$ cat src/rtl/ncd_pkg.sv
package ncd_pkg;

   typedef enum logic [3:0] {
      OP_NONE         = 4'd0,
      OP_PROGRAM      = 4'd1,
      OP_CHIP_ERASE   = 4'd2,
      OP_SECTOR_ERASE = 4'd3,
      OP_SUSPEND      = 4'd4,
      OP_RESUME       = 4'd5,
      OP_AUTOSEL      = 4'd6,
      OP_CFI          = 4'd7,
      OP_RESET        = 4'd8,
      OP_BYP_ENTER    = 4'd9,
      OP_BYP_EXIT     = 4'd10
   } ncd_op_e;

   typedef enum logic [1:0] {
      MD_ARRAY   = 2'd0,
      MD_AUTOSEL = 2'd1,
      MD_CFI     = 2'd2,
      MD_BYPASS  = 2'd3
   } ncd_mode_e;

   typedef enum logic [3:0] {
      ST_IDLE, ST_U1, ST_U2, ST_PGM, ST_E3, ST_E4, ST_E5, ST_BP_PGM, ST_BP_EXIT
   } ncd_state_e;

   typedef struct packed {
      logic       a_555;
      logic       a_2aa;
      logic       a_055;
      logic [7:0] code;
   } ncd_cls_t;

   localparam logic [7:0] CD_UNLK_A  = 8'hAA;
   localparam logic [7:0] CD_UNLK_B  = 8'h55;
   localparam logic [7:0] CD_PROG    = 8'hA0;
   localparam logic [7:0] CD_IDENT   = 8'h90;
   localparam logic [7:0] CD_ERSETUP = 8'h80;
   localparam logic [7:0] CD_BYPASS  = 8'h20;
   localparam logic [7:0] CD_CHIP    = 8'h10;
   localparam logic [7:0] CD_SECT    = 8'h30;
   localparam logic [7:0] CD_SUSP    = 8'hB0;
   localparam logic [7:0] CD_RESET   = 8'hF0;
   localparam logic [7:0] CD_QUERY   = 8'h98;
   localparam logic [7:0] CD_BPEXIT  = 8'h00;

endpackage

$ cat src/rtl/ncd_classify.sv
module ncd_classify
   import ncd_pkg::*;
#(
   parameter int CMP_W = 11
) (
   input  logic [CMP_W-1:0] addr_lo,
   input  logic [7:0]       code_in,
   output ncd_cls_t         cls
);

   localparam logic [CMP_W-1:0] K_555 = CMP_W'(16'h0555);
   localparam logic [CMP_W-1:0] K_2AA = CMP_W'(16'h02AA);
   localparam logic [CMP_W-1:0] K_055 = CMP_W'(16'h0055);

   generate
      if (CMP_W < 11) begin : g_bad_cmp
         $error("ncd_classify: CMP_W must cover the 555h key");
      end
   endgenerate

   always_comb begin
      cls.a_555 = (addr_lo == K_555);
      cls.a_2aa = (addr_lo == K_2AA);
      cls.a_055 = (addr_lo == K_055);
      cls.code  = code_in;
   end

endmodule

$ cat src/rtl/ncd_seq.sv
module ncd_seq
   import ncd_pkg::*;
(
   input  logic      clk,
   input  logic      rst_n,
   input  logic      wr_en,
   input  ncd_cls_t  cls,
   input  logic      erase_busy,
   output logic      fire,
   output ncd_op_e   fire_op,
   output ncd_mode_e mode
);

   ncd_state_e st_q, st_d;
   ncd_mode_e  md_q, md_d, ret_q, ret_d;
   logic       cfi_hit, susp_hit;

   assign cfi_hit  = cls.a_055 && (cls.code == CD_QUERY);
   assign susp_hit = (cls.code == CD_SUSP) || (cls.code == CD_SECT);
   assign mode     = md_q;

   always_comb begin
      st_d    = st_q;
      md_d    = md_q;
      ret_d   = ret_q;
      fire    = 1'b0;
      fire_op = OP_NONE;
      if (wr_en) begin
         if (st_q == ST_PGM || st_q == ST_BP_PGM) begin
            fire    = 1'b1;
            fire_op = OP_PROGRAM;
            st_d    = ST_IDLE;
         end else if (cls.code == CD_RESET) begin
            fire    = 1'b1;
            fire_op = OP_RESET;
            st_d    = ST_IDLE;
            md_d    = (md_q == MD_CFI) ? ret_q : MD_ARRAY;
         end else begin
            st_d = ST_IDLE;
            case (st_q)
               ST_IDLE: begin
                  case (md_q)
                     MD_AUTOSEL: begin
                        if (cfi_hit) begin
                           fire = 1'b1; fire_op = OP_CFI;
                           ret_d = MD_AUTOSEL; md_d = MD_CFI;
                        end
                     end
                     MD_CFI: md_d = MD_ARRAY;
                     MD_BYPASS: begin
                        if (cls.code == CD_PROG) st_d = ST_BP_PGM;
                        else if (cls.code == CD_IDENT) st_d = ST_BP_EXIT;
                        else if (susp_hit) begin
                           if (erase_busy) begin
                              fire = 1'b1;
                              fire_op = (cls.code == CD_SUSP) ? OP_SUSPEND : OP_RESUME;
                           end
                        end else md_d = MD_ARRAY;
                     end
                     default: begin
                        if (cls.a_555 && cls.code == CD_UNLK_A) st_d = ST_U1;
                        else if (cfi_hit) begin
                           fire = 1'b1; fire_op = OP_CFI;
                           ret_d = MD_ARRAY; md_d = MD_CFI;
                        end else if (susp_hit && erase_busy) begin
                           fire = 1'b1;
                           fire_op = (cls.code == CD_SUSP) ? OP_SUSPEND : OP_RESUME;
                        end
                     end
                  endcase
               end
               ST_U1: if (cls.a_2aa && cls.code == CD_UNLK_B) st_d = ST_U2;
               ST_U2: begin
                  if (cls.a_555) begin
                     case (cls.code)
                        CD_PROG:    st_d = ST_PGM;
                        CD_ERSETUP: st_d = ST_E3;
                        CD_IDENT: begin
                           fire = 1'b1; fire_op = OP_AUTOSEL; md_d = MD_AUTOSEL;
                        end
                        CD_BYPASS: begin
                           fire = 1'b1; fire_op = OP_BYP_ENTER; md_d = MD_BYPASS;
                        end
                        default: ;
                     endcase
                  end
               end
               ST_E3: if (cls.a_555 && cls.code == CD_UNLK_A) st_d = ST_E4;
               ST_E4: if (cls.a_2aa && cls.code == CD_UNLK_B) st_d = ST_E5;
               ST_E5: begin
                  if (cls.a_555 && cls.code == CD_CHIP) begin
                     fire = 1'b1; fire_op = OP_CHIP_ERASE;
                  end else if (cls.code == CD_SECT) begin
                     fire = 1'b1; fire_op = OP_SECTOR_ERASE;
                  end
               end
               ST_BP_EXIT: begin
                  md_d = MD_ARRAY;
                  if (cls.code == CD_BPEXIT) begin
                     fire = 1'b1; fire_op = OP_BYP_EXIT;
                  end
               end
               default: ;
            endcase
         end
      end
   end

   always_ff @(posedge clk) begin
      if (!rst_n) begin
         st_q  <= ST_IDLE;
         md_q  <= MD_ARRAY;
         ret_q <= MD_ARRAY;
      end else begin
         st_q  <= st_d;
         md_q  <= md_d;
         ret_q <= ret_d;
      end
   end

   // a pending program data cycle only exists in array or bypass mode
   a_r10_pgm_mode: assert property (@(posedge clk) disable iff (!rst_n)
      (st_q == ST_PGM) |-> (md_q == MD_ARRAY));

endmodule

$ cat src/rtl/nor_cmd_decoder.sv
module nor_cmd_decoder
   import ncd_pkg::*;
#(
   parameter int ADDR_W = 22,
   parameter int DATA_W = 16,
   parameter int CMP_W  = 11
) (
   input  logic              clk,
   input  logic              rst_n,
   input  logic              wr_en,
   input  logic [ADDR_W-1:0] wr_addr,
   input  logic [DATA_W-1:0] wr_data,
   input  logic              erase_busy,
   output logic              cmd_valid,
   output logic [3:0]        cmd_op,
   output logic [ADDR_W-1:0] cmd_addr,
   output logic [DATA_W-1:0] cmd_data,
   output logic [1:0]        rd_mode
);

   generate
      if (DATA_W < 8) begin : g_bad_data
         $error("nor_cmd_decoder: DATA_W must hold a command byte");
      end
      if (CMP_W > ADDR_W) begin : g_bad_addr
         $error("nor_cmd_decoder: CMP_W exceeds ADDR_W");
      end
   endgenerate

   ncd_cls_t  cls;
   logic      fire;
   ncd_op_e   fire_op;
   ncd_mode_e mode;

   ncd_classify #(.CMP_W(CMP_W)) u_cls (
      .addr_lo (wr_addr[CMP_W-1:0]),
      .code_in (wr_data[7:0]),
      .cls     (cls)
   );

   ncd_seq u_seq (
      .clk        (clk),
      .rst_n      (rst_n),
      .wr_en      (wr_en),
      .cls        (cls),
      .erase_busy (erase_busy),
      .fire       (fire),
      .fire_op    (fire_op),
      .mode       (mode)
   );

   always_ff @(posedge clk) begin
      if (!rst_n) begin
         cmd_valid <= 1'b0;
         cmd_op    <= OP_NONE;
         cmd_addr  <= '0;
         cmd_data  <= '0;
      end else begin
         cmd_valid <= fire;
         if (fire) begin
            cmd_op   <= fire_op;
            cmd_addr <= wr_addr;
            cmd_data <= wr_data;
         end
      end
   end

   assign rd_mode = mode;

   a_r11_pulse_after_write: assert property (@(posedge clk) disable iff (!rst_n)
      cmd_valid |-> $past(wr_en));

   a_r11_op_held: assert property (@(posedge clk) disable iff (!rst_n)
      !cmd_valid |-> $stable(cmd_op));

   a_r11_mode_quiet: assert property (@(posedge clk) disable iff (!rst_n)
      !$past(wr_en) |-> $stable(rd_mode));

   a_r9_suspend_needs_busy: assert property (@(posedge clk) disable iff (!rst_n)
      (cmd_valid && (cmd_op == OP_SUSPEND || cmd_op == OP_RESUME)) |-> $past(erase_busy));

   a_r4_autosel_exit: assert property (@(posedge clk) disable iff (!rst_n)
      ($past(rd_mode) == MD_AUTOSEL && rd_mode != MD_AUTOSEL)
         |-> (cmd_valid && (cmd_op == OP_RESET || cmd_op == OP_CFI)));

   a_r7_bypass_entry: assert property (@(posedge clk) disable iff (!rst_n)
      ($past(rd_mode) != MD_BYPASS && rd_mode == MD_BYPASS)
         |-> (cmd_valid && cmd_op == OP_BYP_ENTER));

endmodule

$ cat config.mk
export PLATFORM = sky130hd
export DESIGN_NAME = nor_cmd_decoder
export DESIGN_NICKNAME = d
export VERILOG_FILES = /design/src/rtl/ncd_pkg.sv /design/src/rtl/ncd_classify.sv /design/src/rtl/ncd_seq.sv /design/src/rtl/nor_cmd_decoder.sv
export SDC_FILE = /design/constraint.sdc
export NUM_CORES = 1
export LEC_CHECK = 0
export BUFFER_PORTS_ARGS = -buffer_cell sky130_fd_sc_hd__buf_4
export CAP_MARGIN = 20
export CORE_MARGIN = 2
export CORE_UTILIZATION = 45
export CTS_CLUSTER_DIAMETER = 80
export DETAILED_ROUTE_END_ITERATION = 8
export GPL_ROUTABILITY_DRIVEN = 0
export PLACE_DENSITY = 0.77
export REMOVE_ABC_BUFFERS = 1
export SETUP_SLACK_MARGIN = 0.5
export SYNTH_ARGS = -nofsm -noshare
export SYNTH_HDL_FRONTEND = slang
export SYNTH_HIERARCHICAL = 1
export SYNTH_SLANG_ARGS = --single-unit
$ cat constraint.sdc
create_clock -name clk -period 3 [get_ports clk]
set_clock_uncertainty 0.05 [all_clocks]
set_input_delay 0.6 -clock clk [delete_from_list [all_inputs] [get_ports clk]]
set_output_delay 0.6 -clock clk [all_outputs]
set_load 0.01 [all_outputs]
==> impl_metrics.yaml, run 1 <==
placement:
  portBuffers: 86
  pre_cts_slack_ns: -0.000792
  postPlaceCellArea_um2: 3320
  dpl.hpwl_um: 4590
setup_path:
  critPathLaunch: "wr_data[3]"
  r2r_end: "cmd_data[13]"
  timing.rr.start: "u_seq/st_q[1]"
  reg2reg_depth: 9
  rrSetupSlack_ns: 0.49
  endpoint: "cmd_data[13]"
  crit_arrival_ns: 2.84
  crit_path_max_fanout: 10
  path_class: "in -> reg"
  critPathLaunchType: "input port"
  cp-end-kind: "flop"
  cp.required_ns: 3.15
sta:
  fin_crit_sh: 0.897
  hold-worst-slack_ns: 0.457
  rsz0062_at_grt: "true"
  period_minus_slack_ns: 2.69
  finalSetupViolations: 0
  hold_viol: 0
  worst_slew_pin_slew_ns: 0.606
  fmax_mhz: 372
  finalMaxSlewViolations: 0
  slew_headroom: 0.592
  layout_setup_ws_ns: 0.308
power:
  finalPower_uw: 1260
  cellLeakagePower_uw: 0.00131
  ir_worst_vdd_v: 0.000215
  power_density_nw_per_um2: 351
drt:
  firstDrtPassIters: 4
  avgRoutedWirePerCell_um: 15.0
  vias: 2325
  vias_per_cell: 5.31
  ant_nets: 0
  drtIter0Drc: 342
  wirelength_um: 6550
  drc: 0
logic_synthesis:
  syn_area_per_cell_um2: 9.59
  syn-instance-count: 278
  synthMostInstantiatedCell: "dfxtp_1"
  syn_area_um2: 2670
  synth_area_leader_cell: "dfxtp_1"
  ys.flop_type: "dfxtp_1"
  synth_area_leaders: "dfxtp_1 (38%), mux2i_1 (17%), nor2b_1 (10%), buf_12 (3.0%), nand2_1 (2.7%)"
  async_flop_share: 0
  seq_area_frac_synth: 0.375
  synth_top_area_frac: 0.375
  synth-seq-cells: 50
  ys_warn_count: 6
  synth_cell_type_count: 55
  synth_edf_count: 0
  synth_commonest_cells: "dfxtp_1 (50), mux2i_1 (45), nor2b_1 (44), nand2_1 (19), a21oi_1 (12)"
global_routing:
  antenna_found_initial: 0
  grt.overflow.total: 0
  grt_pass1_vias: 2212
  grt_use_total: 0.202
  grt_max_degree: 51
  grt_pass1_wl_um: 10400
run:
  maxCapViolCount: 0
clock_tree:
  cts_hold_buf: 0
  clkSlewWorstSetupHoldPaths_ns: 0.09
  clk_latency_ns: 0.30
  cts_sinks: 50
  cts_htree_levels: 2
  clock-root-buffer: "clkbuf_8"
  clk_path_buf_depth: 2
  cts_tree: "done"
  cts_buffers: 5
finish:
  drive_gt1_frac: 0.366
  final_cell_area_um2: 3590
  insertedDiodeCount: 0
  area_delta_synth_final_pct: 34.7
  num-nets-final: 404
  fin_util: 0.618
die:
  dieWidth_um: 81.0
  start_util: 0.458
  rows: 28
  die_area_um2: 6560
  core_um2: 5820
  ios: 87
  die_h_um: 81.0
min_path:
  whs_path_depth: 2
  hp-class: "reg -> reg"
status:
  status: "completed"
==> kinds of logic (layout without fill, tap and decap cells) <==
logic type	after synthesis	in the layout	synth area share
and+or+nand+nor	121	121	0.287
DFF	50	50	0.375
muxes	45	45	0.169
AOI/OAI and AO/OA	33	33	0.0868
buffers and inverters	28	113	0.0788
xor gates and xnor gates	1	1	0.00329
==> placed cells by master, fill, tap and decap left out, types with 2 or more instances in the layout <==
cell / n
nor2_2: 2
a21oi_1: 12
nor4_1: 4
a211oi_1: 2
inv_1: 4
nand3_1: 6
o31ai_1: 2
nand4b_1: 2
nand4bb_1: 3
nand2_1: 19
nor2_1: 8
dfxtp_1: 50
nor3_1: 2
mux2i_1: 42
nor2b_1: 43
buf_6: 2
o21ai_0: 3
mux2i_2: 3
buf_4: 93
buf_12: 2
nand2b_1: 4
nand4_1: 6
clkbuf_8: 5
buf_16: 2
nor4_2: 3
==> how the worst min path moves through the flow <==
stage,from,to
detailed placement,u_seq/ret_q[0],u_seq/ret_q[0]
CTS,u_seq/ret_q[0],u_seq/ret_q[0]
finish,u_seq/ret_q[0],u_seq/ret_q[0]
global route,u_seq/ret_q[0],u_seq/ret_q[0]
floorplan,u_seq/ret_q[0],u_seq/ret_q[0]
global placement,u_seq/ret_q[0],u_seq/ret_q[0]
==> through the flow <==
step	TNS (ns)	cells
6_report	0	438
4_1_cts	0	436
3_3_place_gp	0	425
5_1_grt	0	438
2_1_floorplan	-51.11	254
3_5_place_dp	-0.000792	425
==> worst max-delay path, cell delays in order <==
cell and delay [ns]:
buf_6 0.09, or3_4 0.41, or4_4 0.46, nor2_4 0.13, and3b_2 0.23, o21ai_4 0.08, a41oi_4 0.23, buf_12 0.16
buf_12 0.14, mux2i_2 0.22, nor2b_1 0.07
==> power by group <==
| part | internal (uW) | switching, uW | leakage [uW] |
|---|---|---|---|
| clock | 250 | 234 | 0.0000585 |
| sequential | 664 | 0.664 | 0.000403 |
| combinational | 60.5 | 50.6 | 0.000849 |
==> timing repair <==
item,in CTS,in global routing
setup buffers,2,1
hold endpoints to repair,0,0
pin swaps,1,4
gates cloned,1,1
gates resized for setup,5,12
endpoints found under the setup margin,42,44
==> area by class of cell <==
class                           count  area, um2
Inverter                            4       15.0
Tap cell                           75       93.8
Fill cell                         502       2220
Clock inverter                      3       43.8
Multi-Input combinational cell    200       1510
Sequential cell                    50       1000
Clock buffer                        5       68.8
Timing Repair Buffer              101        856
==> state kept, by name, summed over array words and instances, names as in the netlist <==
register     flops
cmd_valid        1
u_seq/mode       2
cmd_data        16
cmd_op           4
u_seq/st_q       4
cmd_addr        22
u_seq/ret_q      1
==> per-layer routing <==
metal / vias to the layer above / wire length [um] / GRT usage
met5: - / 0 / 0
met4: 0 / 128 / 0.0678
met3: 14 / 393 / 0.0411
met2: 87 / 3150 / 0.340
met1: 1080 / 2880 / 0.257
li1: 1144 / - / -
(Power assumes the default switching activity.)
==> run 2, diff against run 1 <==
--- a/config.mk
+++ b/config.mk
@@ -7,12 +7,14 @@
 export LEC_CHECK = 0
 export BUFFER_PORTS_ARGS = -buffer_cell sky130_fd_sc_hd__buf_4
 export CAP_MARGIN = 20
+export CELL_PAD_IN_SITES_DETAIL_PLACEMENT = 1
+export CELL_PAD_IN_SITES_GLOBAL_PLACEMENT = 1
 export CORE_MARGIN = 2
-export CORE_UTILIZATION = 45
+export CORE_UTILIZATION = 38
 export CTS_CLUSTER_DIAMETER = 80
 export DETAILED_ROUTE_END_ITERATION = 8
 export GPL_ROUTABILITY_DRIVEN = 0
-export PLACE_DENSITY = 0.77
+export PLACE_DENSITY = 0.83
 export REMOVE_ABC_BUFFERS = 1
 export SETUP_SLACK_MARGIN = 0.5
 export SYNTH_ARGS = -nofsm -noshare
==> run 2 against run 1 <==
Critical endpoint is now cmd_data[1]. Global-route usage grew 1.3 points. Non-clock buffer count grew 6. Maximum frequency shrank 5.9%. Worst hold slack gained 0.0039 ns. Combinational power grew 8%. Highest routed layer unchanged. Sequential power is essentially flat. Largest cell class unchanged.
==> impl_metrics.yaml, run 2 (synthesis gave the netlist of run 1 again) <==
finish:
  top_register: "cmd_addr"
  fin_util: 0.543
  nFillCells: 772
  area_delta_synth_final_pct: 38.5
  num-nets-final: 410
  final_cell_area_um2: 3690
  insertedDiodeCount: 0
  layout_common_cells: "buf_4 (97), dfxtp_1 (49), nor2b_1 (44)"
  drive_gt1_frac: 0.379
  largest_reg_flops: 22
  layout_commonest_cell: "buf_4"
  seqCellArea_um2: 1000
  top_regs: "cmd_addr x22, cmd_data x16"
  multi_input_area_um2: 1530
sta:
  fin_crit_sh: 0.954
  rsz0062_at_grt: "true"
  finalMaxSlewViolations: 0
  fmax_mhz: 349
  hold_viol: 0
  slew_headroom: 0.653
  period_minus_slack_ns: 2.86
  worst_slew_pin_slew_ns: 0.516
  finalSetupViolations: 0
clock_tree:
  cts_hold_buf: 0
  clock-root-buffer: "clkbuf_8"
  cts_tree: "done"
  clk_latency_ns: 0.31
  cts_htree_levels: 2
  cts_buffers: 5
  clk_path_buf_depth: 2
  cts_sinks: 50
  clkSlewWorstSetupHoldPaths_ns: 0.10
setup_path:
  crit_arrival_ns: 3.02
  crit_top_cell: "buf_12"
  crit_path_max_fanout: 6
  critical_path.max_stage_delay_ns: 0.29
  cp-end-kind: "flop"
  critPathLaunchType: "input port"
  cp_num_buf_inv: 4
  critical-path-top-delay-family: "simple AND/OR/NAND/NOR gates"
  slowest_stage: "nand4bb_1"
  path_class: "in -> reg"
  cp_cell_sequence: "buf_4, nand4bb_1, nor4b_4, nor4bb_2, nand4b_1, nor2_2, a21oi_1, a41oi_4, buf_12, buf_12, clkbuf_16, mux2i_1, nor2b_1"
  cp.required_ns: 3.15
power:
  finalPower_uw: 1220
  power_density_nw_per_um2: 331
  ir_worst_vdd_v: 0.000186
  cellLeakagePower_uw: 0.00135
drt:
  avgRoutedWirePerCell_um: 19.1
  wl_met1_um: 3460
  vias_per_cell: 5.37
  vias: 2499
  drc: 0
  drtIter0Drc: 135
  wl_met3_um: 584
  ant_nets: 0
  highest_layer: "met4"
  met2_length_um: 4580
  firstDrtPassIters: 4
  wirelength_um: 8890
global_routing:
  grt_use_total: 0.215
  grt_pass1_vias: 2587
  grt.overflow.total: 0
  grt_pass1_wl_um: 12900
  grt_max_degree: 51
  antenna_found_initial: 0
die:
  die_h_um: 87.8
  rows: 30
  start_util: 0.392
  ios: 87
  core_um2: 6790
  die_area_um2: 7700
  dieWidth_um: 87.8
placement:
  portBuffers: 86
  postPlaceCellArea_um2: 3360
  dpl.hpwl_um: 5380
min_path:
  hp-class: "reg -> reg"
status:
  status: "completed"
run:
  maxCapViolCount: 0
-- run 2: layer usage --
metal	track usage	vias to the layer above
met4	0.0685	0
met3	0.0509	24
li1	-	1153
met1	0.253	1221
met5	0	-
met2	0.386	101
-- run 2: report_power, final --
group	total (uW)	switching [uW]	leakage [uW]	internal, uW
Sequential	665	0.764	0.000403	665
Combinational	120	57.3	0.000897	62.7
Clock	436	263	0.0000467	174
Total	1220	321	0.00135	901
-- run 2: worst paths after layout --
path,start,end,slack (ns),depth (start not counted)
max reg2reg,u_seq/st_q[1],cmd_data[1],0.16,10
min reg2reg,u_seq/ret_q[0],u_seq/ret_q[0],0.46,2
max,wr_addr[5],cmd_data[1],0.14,13
min,u_seq/ret_q[0],u_seq/ret_q[0],0.46,2
-- run 2: final cells by class --
| cell class | count | share of cell area |
|---|---|---|
| multi-input cells | 200 | 0.414 |
| flip-flops and latches | 50 | 0.271 |
| repair buffers | 107 | 0.252 |
| well taps | 96 | 0.0325 |
| clock buffers | 5 | 0.0186 |
| clock inverters | 3 | 0.00746 |
| inverters | 4 | 0.00407 |
-- run 2: per-stage QoR --
step	setup slack (ns)	hold WS (ns)	instances	setup TNS [ns]
5_1_grt	0.106	0.501	465	0
6_report	0.138	0.461	465	0
2_1_floorplan	-1.19	0.411	254	-51.11
4_1_cts	0.337	0.461	461	0
3_3_place_gp	0.0590	0.427	447	0
3_5_place_dp	-0.0874	0.437	447	-1.56
-- run 2: worst register-to-register path, stage by stage, from the launching register on --
cell and delay, ns:
dfxtp_2 0.51, nor2b_1 0.44, nand2_1 0.22, o31ai_1 0.29, o211ai_1 0.21, a41oi_4 0.24, buf_12 0.17, buf_12 0.12
clkbuf_16 0.15, mux2i_1 0.27, nor2b_1 0.09
-- run 2: what timing repair did --
action / CTS / global route
buffers inserted: 4 / 3
gates cloned: 2 / 1
setup endpoints to repair: 45 / 45
endpoints found under the hold margin: 0 / 0
resized for setup: 9 / 9
pin swaps: 2 / 5
==> run 3, diff against run 2 <==
--- a/config.mk
+++ b/config.mk
@@ -5,16 +5,16 @@
 export SDC_FILE = /design/constraint.sdc
 export NUM_CORES = 1
 export LEC_CHECK = 0
-export BUFFER_PORTS_ARGS = -buffer_cell sky130_fd_sc_hd__buf_4
 export CAP_MARGIN = 20
 export CELL_PAD_IN_SITES_DETAIL_PLACEMENT = 1
 export CELL_PAD_IN_SITES_GLOBAL_PLACEMENT = 1
 export CORE_MARGIN = 2
-export CORE_UTILIZATION = 38
+export CORE_UTILIZATION = 45
 export CTS_CLUSTER_DIAMETER = 80
 export DETAILED_ROUTE_END_ITERATION = 8
+export DONT_BUFFER_PORTS = 1
 export GPL_ROUTABILITY_DRIVEN = 0
-export PLACE_DENSITY = 0.83
+export PLACE_DENSITY = 0.79
 export REMOVE_ABC_BUFFERS = 1
 export SETUP_SLACK_MARGIN = 0.5
 export SYNTH_ARGS = -nofsm -noshare
==> run 3 against run 2 <==
Total power down 6.3%. Largest cell class unchanged. Via count down 8.1%. Critical path type unchanged. Register-to-register slack better by 0.23 ns. Worst setup slack better by 0.18 ns. Utilization down 0.93 points. Clock-buffer cell count up 1. Highest routed layer unchanged. Final cell count down 22%.
==> impl_metrics.yaml, run 3 (synthesis gave the netlist of run 1 again) <==
setup_path:
  endpoint: "cmd_addr[5]"
  slowest_stage: "nor4bb_2"
  cp-end-kind: "flop"
  critical_path.max_stage_delay_ns: 0.28
  crit_path_max_fanout: 6
  rrSetupSlack_ns: 0.39
  cp_cell_sequence: "nand4bb_1, nor4b_2, nor4bb_2, nand4b_1, nor2_2, a21oi_2, a41oi_4, buf_6, buf_12, mux2i_1, nor2b_1"
  path_class: "in -> reg"
  timing.rr.start: "u_seq/st_q[2]"
  crit_arrival_ns: 2.82
  r2r_end: "cmd_addr[5]"
  critPathLaunch: "wr_addr[5]"
  reg2reg_depth: 8
  cp.required_ns: 3.15
  critPathLaunchType: "input port"
drt:
  wirelength_um: 8640
  firstDrtPassIters: 4
  ant_nets: 0
  vias: 2297
  avgRoutedWirePerCell_um: 23.8
  drc: 0
  vias_per_cell: 6.33
  drtIter0Drc: 215
clock_tree:
  cts_htree_levels: 2
  clk_path_buf_depth: 2
  cts_hold_buf: 0
  cts_tree: "done"
  clock-root-buffer: "clkbuf_8"
  clk_latency_ns: 0.31
  cts_sinks: 50
  cts_buffers: 5
  clkSlewWorstSetupHoldPaths_ns: 0.09
finish:
  layout_common_cells: "dfxtp_1 (49), nor2b_1 (43), mux2i_1 (40)"
  largest_reg_flops: 22
  drive_gt1_frac: 0.226
  num-nets-final: 329
  final_cell_area_um2: 3110
  layout_commonest_cell: "dfxtp_1"
  top_regs: "cmd_addr x22, cmd_data x16"
  area_delta_synth_final_pct: 16.5
  insertedDiodeCount: 0
  top_register: "cmd_addr"
power:
  ir_worst_vdd_v: 0.000252
  power_density_nw_per_um2: 369
  finalPower_uw: 1150
  cellLeakagePower_uw: 0.000939
placement:
  dpl.hpwl_um: 5060
  postPlaceCellArea_um2: 2650
  portBuffers: 0
die:
  rows: 28
  dieWidth_um: 81.0
  core_um2: 5820
  start_util: 0.458
  die_h_um: 81.0
  die_area_um2: 6560
  ios: 87
global_routing:
  grt_pass1_vias: 2282
  grt.overflow.total: 0
  grt_pass1_wl_um: 12200
  antenna_found_initial: 0
  grt_max_degree: 51
  grt_use_total: 0.244
sta:
  fin_crit_sh: 0.892
  finalMaxSlewViolations: 0
  period_minus_slack_ns: 2.68
  hold-worst-slack_ns: 0.367
  fmax_mhz: 374
  rsz0062_at_grt: "true"
  slew_headroom: 0.584
  hold_viol: 0
  finalSetupViolations: 0
  worst_slew_pin_slew_ns: 0.618
min_path:
  hp-class: "in -> reg"
status:
  status: "completed"
run:
  maxCapViolCount: 0
## run 3: cell count changes in the layout (fill, tap and decap cells not counted), sizes merged
cell    before  now
buf        106   22
clkbuf       6   10
inv          6    5
## run 3: layout make-up
| class | count | area, um2 |
|---|---|---|
| clock buffers | 6 | 82.6 |
| clock inverters | 2 | 16.3 |
| fillers | 677 | 2710 |
| inverters | 4 | 15.0 |
| multi-input cells | 200 | 1560 |
| flip-flops and latches | 50 | 1000 |
| well taps | 75 | 93.8 |
| repair buffers | 26 | 338 |
## run 3: layer usage
layer  vias up  wire length (um)  global-route usage
li1        995                 -                   -
met1      1157              3390               0.290
met2       121              4330               0.421
met3        24               654              0.0656
met4         0               260              0.0898
met5         -                 0                   0
## run 3: through the flow
stage,cells,TNS [ns],worst slack [ns],utilization
5_1_grt,363,0,0.230,0.534
2_1_floorplan,254,-51.11,-1.19,-
3_5_place_dp,335,-0.155,-0.0339,0.455
4_1_cts,355,0,0.513,0.503
6_report,363,0,0.323,0.534
3_3_place_gp,335,0,0.0166,0.455
## run 3: what timing repair did
action / CTS / global route
pin swaps: 6 / 6
endpoints found under the hold margin: 0 / 0
setup endpoints to repair: 43 / 42
resized for setup: 11 / 11
setup buffers: 10 / 4
gates cloned: 2 / 4
## run 3: worst min path at each step
stage,to,from,cells after the start,slack (ns)
global route,cmd_addr[15],rst_n,1,0.36
detailed placement,u_seq/ret_q[0],u_seq/ret_q[0],2,0.46
CTS,cmd_addr[20],rst_n,1,0.36
finish,cmd_addr[20],rst_n,1,0.37
global placement,u_seq/ret_q[0],u_seq/ret_q[0],2,0.44
floorplan,u_seq/ret_q[0],u_seq/ret_q[0],2,0.41
## run 3: power by group
part	total [uW]	internal (uW)	switching [uW]
Clock	434	190	243
Sequential	666	664	1.58
Combinational	45.3	25.7	19.6
Total	1150	880	265
## run 3: worst max-delay path: cells and delay by family
kind            cells  cell delay (ns)
simple gates        6             1.30
compound gates      2             0.33
buf+inv             2             0.33
mux                 1             0.27
